`src/rtl/dma_split_pkg.sv`:
```
package dma_split_pkg;
    localparam int ADDR_W   = 40;
    localparam int WORD_W   = 32;
    localparam int HI_W     = ADDR_W - WORD_W;
    localparam int CNT_W    = 20;
    localparam int SUB_W    = 8;
    localparam int OPC_W    = WORD_W - CNT_W - SUB_W;
    localparam int WIDX_W   = 3;

    localparam logic [OPC_W-1:0] OPC_COPY  = 4'h3;
    localparam logic [SUB_W-1:0] SUB_WORDS = 8'h00;
    localparam logic [SUB_W-1:0] SUB_BYTES = 8'h40;
    localparam logic [CNT_W-1:0] CNT_MAX   = {CNT_W{1'b1}};

    typedef enum logic [WIDX_W-1:0] {
        W_HDR    = 3'd0,
        W_DST_LO = 3'd1,
        W_SRC_LO = 3'd2,
        W_DST_HI = 3'd3,
        W_SRC_HI = 3'd4
    } word_sel_e;

    typedef enum logic {
        ST_IDLE = 1'b0,
        ST_SEND = 1'b1
    } split_state_e;

    typedef struct packed {
        logic [ADDR_W-1:0] src;
        logic [ADDR_W-1:0] dst;
    } addr_pair_t;

    function automatic logic [WORD_W-1:0] build_header(
        input logic             words_mode,
        input logic [CNT_W-1:0] count
    );
        return {OPC_COPY, (words_mode ? SUB_WORDS : SUB_BYTES), count};
    endfunction

    function automatic logic [WORD_W-1:0] hi_word(input logic [ADDR_W-1:0] a);
        return {{(WORD_W-HI_W){1'b0}}, a[ADDR_W-1:WORD_W]};
    endfunction
endpackage

```
`src/rtl/dma_split_mode.sv`:
```
module dma_split_mode
    import dma_split_pkg::*;
#(
    parameter int SIZE_W = 32
) (
    input  logic [ADDR_W-1:0] src,
    input  logic [ADDR_W-1:0] dst,
    input  logic [SIZE_W-1:0] len,
    output logic              words_mode,
    output logic [SIZE_W-1:0] elems
);
    always_comb begin
        words_mode = (src[1:0] == 2'b00) && (dst[1:0] == 2'b00) && (len[1:0] == 2'b00);
        elems      = words_mode ? (len >> 2) : len;
    end
endmodule

```
`src/rtl/dma_split_chunk.sv`:
```
module dma_split_chunk
    import dma_split_pkg::*;
#(
    parameter int SIZE_W = 32
) (
    input  logic [SIZE_W-1:0] remaining,
    input  logic              words_mode,
    output logic [CNT_W-1:0]  count,
    output logic              last,
    output logic [ADDR_W-1:0] step
);
    localparam logic [SIZE_W-1:0] LIMIT = SIZE_W'(CNT_MAX);

    always_comb begin
        last  = (remaining <= LIMIT);
        count = last ? remaining[CNT_W-1:0] : CNT_MAX;
        step  = words_mode ? {{(ADDR_W-CNT_W-2){1'b0}}, count, 2'b00}
                           : {{(ADDR_W-CNT_W){1'b0}}, count};
    end
endmodule

```
`src/rtl/dma_split_wordmux.sv`:
```
module dma_split_wordmux
    import dma_split_pkg::*;
(
    input  word_sel_e          sel,
    input  addr_pair_t         addrs,
    input  logic               words_mode,
    input  logic [CNT_W-1:0]   count,
    output logic [WORD_W-1:0]  data
);
    always_comb begin
        unique case (sel)
            W_HDR:    data = build_header(words_mode, count);
            W_DST_LO: data = addrs.dst[WORD_W-1:0];
            W_SRC_LO: data = addrs.src[WORD_W-1:0];
            W_DST_HI: data = hi_word(addrs.dst);
            W_SRC_HI: data = hi_word(addrs.src);
            default:  data = '0;
        endcase
    end
endmodule

```
`src/rtl/dma_copy_splitter.sv`:
```
module dma_copy_splitter
    import dma_split_pkg::*;
#(
    parameter int SIZE_W = 32
) (
    input  logic              clk,
    input  logic              rst,
    input  logic              req_valid,
    output logic              req_ready,
    input  logic [39:0]       req_src,
    input  logic [39:0]       req_dst,
    input  logic [SIZE_W-1:0] req_len,
    output logic              cmd_valid,
    input  logic              cmd_ready,
    output logic [31:0]       cmd_data,
    output logic              done
);
    split_state_e      state_q;
    word_sel_e         sel_q;
    addr_pair_t        addr_q;
    logic [SIZE_W-1:0] rem_q;
    logic              words_q;
    logic              done_q;

    logic              in_words;
    logic [SIZE_W-1:0] in_elems;
    logic [CNT_W-1:0]  pkt_count;
    logic              pkt_last;
    logic [ADDR_W-1:0] pkt_step;
    logic              accept;
    logic              word_take;
    logic              pkt_end;

    dma_split_mode #(.SIZE_W(SIZE_W)) u_mode (
        .src        (req_src),
        .dst        (req_dst),
        .len        (req_len),
        .words_mode (in_words),
        .elems      (in_elems)
    );

    dma_split_chunk #(.SIZE_W(SIZE_W)) u_chunk (
        .remaining  (rem_q),
        .words_mode (words_q),
        .count      (pkt_count),
        .last       (pkt_last),
        .step       (pkt_step)
    );

    dma_split_wordmux u_mux (
        .sel        (sel_q),
        .addrs      (addr_q),
        .words_mode (words_q),
        .count      (pkt_count),
        .data       (cmd_data)
    );

    assign req_ready = (state_q == ST_IDLE);
    assign cmd_valid = (state_q == ST_SEND);
    assign done      = done_q;
    assign accept    = req_valid && req_ready;
    assign word_take = cmd_valid && cmd_ready;
    assign pkt_end   = word_take && (sel_q == W_SRC_HI);

    always_ff @(posedge clk) begin
        if (rst) begin
            state_q <= ST_IDLE;
            sel_q   <= W_HDR;
            addr_q  <= '0;
            rem_q   <= '0;
            words_q <= 1'b0;
            done_q  <= 1'b0;
        end else begin
            done_q <= 1'b0;
            if (accept) begin
                addr_q.src <= req_src;
                addr_q.dst <= req_dst;
                rem_q      <= in_elems;
                words_q    <= in_words;
                sel_q      <= W_HDR;
                if (in_elems == '0) begin
                    done_q <= 1'b1;
                end else begin
                    state_q <= ST_SEND;
                end
            end else if (word_take) begin
                if (pkt_end) begin
                    sel_q      <= W_HDR;
                    addr_q.src <= addr_q.src + pkt_step;
                    addr_q.dst <= addr_q.dst + pkt_step;
                    rem_q      <= rem_q - SIZE_W'(pkt_count);
                    if (pkt_last) begin
                        state_q <= ST_IDLE;
                        done_q  <= 1'b1;
                    end
                end else begin
                    sel_q <= word_sel_e'(sel_q + 3'd1);
                end
            end
        end
    end
endmodule

```
`config.mk`:
```
export PLATFORM = sky130hd
export DESIGN_NAME = dma_copy_splitter
export DESIGN_NICKNAME = d
export VERILOG_FILES = /design/src/rtl/dma_split_pkg.sv /design/src/rtl/dma_split_mode.sv /design/src/rtl/dma_split_chunk.sv /design/src/rtl/dma_split_wordmux.sv /design/src/rtl/dma_copy_splitter.sv
export SDC_FILE = /design/constraint.sdc
export NUM_CORES = 1
export LEC_CHECK = 0
export ABC_AREA = 1
export BUFFER_PORTS_ARGS = -buffer_cell sky130_fd_sc_hd__buf_2
export CAP_MARGIN = 15
export CORE_UTILIZATION = 50
export DETAILED_ROUTE_END_ITERATION = 7
export PLACE_DENSITY = 0.81
export SETUP_SLACK_MARGIN = 0.1
export SKIP_LAST_GASP = 1
export SLEW_MARGIN = 40
export SYNTH_ARGS = -nofsm -noshare
export SYNTH_HDL_FRONTEND = slang
export SYNTH_SLANG_ARGS = --single-unit
```
`constraint.sdc`:
```
create_clock -name clk -period 4.04 [get_ports clk]
set_input_delay 0.808 -clock clk [delete_from_list [all_inputs] [get_ports clk]]
set_output_delay 0.808 -clock clk [all_outputs]
set_load 0.02 [all_outputs]
```
==> run_results.csv <==
group,metric,value,unit
status,status,"finished clean",
timing,setup_viol,0,
logic_synthesis,synth_cell_types,53,
clock_network,root_buffer,"clkbuf_16",
final_layout,final_cells,2338,
die,die_h,151,um
logic_synthesis,avgSynthCellArea,5.75,um^2
global_routing,grtUsageTotal,37.9,%
critical_path,rr_worst_depth,19,
timing,period_minus_slack,3650,ps
route,wl_per_cell,18.4,um
global_routing,grt_pass1_vias,12629,
clock_network,htreeDepth,4,
global_routing,grt_pass1_wl,65.9,mm
critical_path,path_buf_inv,3,
critical_path,worst_ep_required_time,4400,ps
critical_path,crit_fanout,13,
timing,hold_ws,486,ps
clock_network,clock_latency,430,ps
critical_path,crit_arrival,4000,ps
route,ant_nets,0,
critical_path,timing.critical_path.mode_cell,"nand2_1",
min_path,holdPathEnd,"addr_q[0]$_SDFFE_PP0P_",
final_layout,n_fill_cell,2242,
global_routing,grt.overflow.total,0,
route,highest_layer,"met4",
die,placementRows,54,
die,core_area,21800,um^2
final_layout,diodes,0,
final_layout,area_growth_syn_to_layout,14.7,%
final_layout,fin_nets,2215,
global_routing,grt_max_degree,80,
critical_path,rrSetupSlack,390,ps
route,vias,13699,
critical_path,r2r_end,"addr_q[34]$_SDFFE_PP0P_",
critical_path,cp_slowest_cell,"ha_1",
timing,grt_setup_unrepaired,"true",
timing,final.setup.tns,0,ps
route,wl_met1,17.2,mm
die,dieArea,22800,um^2
route,remaining_drc_errors,0,
clock_network,clkTransAtPathRegs,60,ps
global_routing,antenna_found_initial,0,
clock_network,cts_inserted_buffers,17,
timing,worst_slew_pin_slew,813,ps
timing,fin_crit_sh,90.3,%
die,die_w,151,um
logic_synthesis,ys_seq_elements,118,
power_and_ir_drop,p_leak,5.75,nW
timing,fmax,274,MHz
timing,hold_viol_final,0,
logic_synthesis,synth_edf_count,0,
route,first_pass_iters,6,
critical_path,startpoint_type,"flop",
critical_path,slowest_delay,470,ps
die,start_util,50.9,%
critical_path,crit_family,"simple AND/OR/NAND/NOR gates",
min_path,hold_path.class,"flop to flop",
logic_synthesis,ys_warn_count,0,
placement,dpl.hpwl,33.1,mm
route,avgViaCountPerCell,5.86,
critical_path,r2r_start,"rem_q[29]$_SDFFE_PP0P_",
logic_synthesis,netlist_area,11100,um^2
timing,slew_headroom,45.8,%
logic_synthesis,synthArstFlopShare,0,%
logic_synthesis,syn_inst,1926,
power_and_ir_drop,peakVddDrop,0.266,mV
min_path,hp-start,"addr_q[0]$_SDFFE_PP0P_",
flow_run,maxCapViolCount,0,
placement,port_buffers,150,
timing,drv_slew,0,
route,drt_iter0_markers,1271,
clock_network,clockBufferDepth,2,
logic_synthesis,synth_seq_area_share,21.3,%
placement,place.gp.congestion,0.994,
timing,finClkSkew,8.70,ps
min_path,worstHoldPathCells,2,
clock_network,cts_tree,"done",
route,route.met2.wl,19.5,mm
route,wl_met3,4.06,mm
power_and_ir_drop,power_density,417,nW/um^2
critical_path,crit_type,"flop to flop",
logic_synthesis,synth_nets,2094,
clock_network,ctsHoldBuffers,0,
logic_synthesis,synth-main-ff-cell,"dfxtp_1",
clock_network,cts.sink_count,118,
critical_path,worstPathCellList,"inv_1 > nand2_1 > nor2_2 > nand2_4 > nor2_1 > o21ai_0 > ha_1 > nand2_1 > nor2_1 > inv_1 > nor4_1 > nand2_1 > nand2_1 > nand2_1 > inv_1 > nand3_1 > a21oi_1 > o21ai_0 > a21oi_1",
placement,dp.cells,2306,
critical_path,cp-end-kind,"flop",
route,routed_wl,42.9,mm
die,io_pins,151,
final_layout,drive_gt1_share,12.1,%
-- through the flow --
stage / cell area [um^2] / utilization, % / power [W] / setup WS [ps]
floorplan: 11100 / - / 0.00298 / 807
global placement: 12100 / 55.6 / 0.00366 / 352
detailed placement: 12100 / 55.6 / 0.00367 / 263
CTS: 12700 / 58.2 / 0.00519 / 192
global route: 12700 / 58.4 / 0.00560 / 93.3
finish: 12700 / 58.4 / 0.00530 / 394
-- cell usage after synthesis (3+ instances only) --
cell / number / share of area [%]
a21boi_0: 3 / 0.20
a21o_1: 9 / 0.61
a21oi_1: 149 / 6.7
a221oi_1: 3 / 0.24
a31oi_1: 61 / 3.4
buf_2: 3 / 0.14
clkbuf_1: 62 / 2.1
dfxtp_1: 118 / 21
ha_1: 52 / 5.9
inv_1: 250 / 8.5
inv_2: 3 / 0.10
mux2i_1: 3 / 0.27
nand2_1: 530 / 18
nand2_2: 4 / 0.23
nand3_1: 91 / 4.1
nand3_2: 7 / 0.63
nand4_1: 16 / 0.90
nor2_1: 203 / 6.9
nor2_2: 11 / 0.62
nor3_1: 36 / 1.6
nor4_1: 16 / 0.90
o2111ai_1: 3 / 0.24
o211ai_1: 14 / 0.95
o21a_1: 3 / 0.20
o21ai_0: 167 / 7.5
o21ai_1: 5 / 0.23
o21bai_1: 8 / 0.54
o221ai_1: 13 / 1.0
o22ai_1: 16 / 0.90
or2_2: 8 / 0.45
xnor2_1: 6 / 0.47
xor2_1: 23 / 1.8
-- flip-flops by register name, summed over array words and instances (netlist names) --
register,flops
cmd_valid,1
rem_q,32
sel_q,3
addr_q,80
done,1
words_q,1
-- layer usage --
layer | GRT usage [%] | up-vias
met5 | 0 | -
met4 | 19.9 | 0
met3 | 6.60 | 159
met2 | 62.9 | 794
met1 | 46.8 | 6125
li1 | - | 6621
-- layout by cell type, fill, tap and decap left out, drive strengths merged --
| cell type | Yosys | routed |
|---|---|---|
| a211oi | 1 | 1 |
| a21boi | 4 | 4 |
| a21o | 9 | 9 |
| a21oi | 150 | 150 |
| a221oi | 3 | 3 |
| a22o | 1 | 1 |
| a22oi | 1 | 1 |
| a31oi | 61 | 61 |
| a32o | 2 | 2 |
| a32oi | 1 | 1 |
| and2 | 3 | 3 |
| buf | 6 | 169 |
| bufinv | 0 | 2 |
| clkbuf | 62 | 21 |
| clkinv | 2 | 8 |
| clkinvlp | 0 | 2 |
| dfxtp | 118 | 118 |
| ha | 52 | 52 |
| inv | 253 | 252 |
| mux2i | 3 | 3 |
| nand2 | 535 | 536 |
| nand3 | 98 | 98 |
| nand3b | 2 | 2 |
| nand4 | 16 | 16 |
| nor2 | 216 | 216 |
| nor3 | 37 | 37 |
| nor3b | 1 | 1 |
| nor4 | 16 | 16 |
| o2111ai | 3 | 3 |
| o211ai | 14 | 14 |
| o21a | 3 | 3 |
| o21ai | 174 | 174 |
| o21bai | 10 | 10 |
| o221ai | 13 | 13 |
| o22ai | 16 | 16 |
| o31ai | 3 | 3 |
| or2 | 8 | 8 |
| xnor2 | 6 | 6 |
| xor2 | 23 | 23 |
-- how the worst max path moves through the flow --
stage / startpoint / to / slack [ps] / cells past startpoint
6_report: rem_q[29]$_SDFFE_PP0P_ / addr_q[34]$_SDFFE_PP0P_ / 390 / 19
3_5_place_dp: rem_q[24]$_SDFFE_PP0P_ / addr_q[75]$_SDFFE_PP0P_ / 260 / 18
4_1_cts: rem_q[21]$_SDFFE_PP0P_ / addr_q[75]$_SDFFE_PP0P_ / 190 / 18
3_3_place_gp: rem_q[29]$_SDFFE_PP0P_ / addr_q[75]$_SDFFE_PP0P_ / 350 / 18
5_1_grt: rem_q[29]$_SDFFE_PP0P_ / addr_q[34]$_SDFFE_PP0P_ / 90 / 21
2_1_floorplan: rem_q[20]$_SDFFE_PP0P_ / addr_q[19]$_SDFFE_PP0P_ / 810 / 19
-- power breakdown --
group,internal [W],switching (W)
Combinational,0.000737,0.00166
Clock,0.000929,0.000602
Sequential,0.00126,0.000111
Total,0.00292,0.00238
-- area by class of cell --
class                   instances  area [um^2]  area share [%]
clock buffers                  21          460            3.62
multi-input cells            1486         7550            59.4
clock inverters                 9          104           0.817
repair buffers                169          925            7.28
inverters                     255          958            7.54
flip-flops and latches        118         2360            18.6
well taps                     280          350            2.76
-- logic make-up (layout without fill, tap and decap cells) --
logic type / after synthesis / count (layout) / synth area share [%]
simple gates: 932 / 933 / 35.1
compound gates: 469 / 469 / 24.1
buf+inv: 323 / 454 / 11.1
flops: 118 / 118 / 21.3
fa+ha+maj: 52 / 52 / 5.87
xor+xnor: 29 / 29 / 2.29
mux: 3 / 3 / 0.271
-- worst reg2reg max path, delay by kind of cell, from the launching register on --
kind / cells / cell delay, ps
buffers and inverters: 3 / 280
adder cells (fa/ha/maj): 1 / 470
AO/OA/AOI/OAI: 4 / 630
flip-flops: 1 / 340
AND/OR/NAND/NOR: 11 / 1870
-- timing repair --
item / in CTS / in global routing
setup buffers: 0 / 1
endpoints found under the setup margin: 0 / 31
gates resized for setup: 0 / 7
No activity file was read; power rests on OpenSTA's default activity.
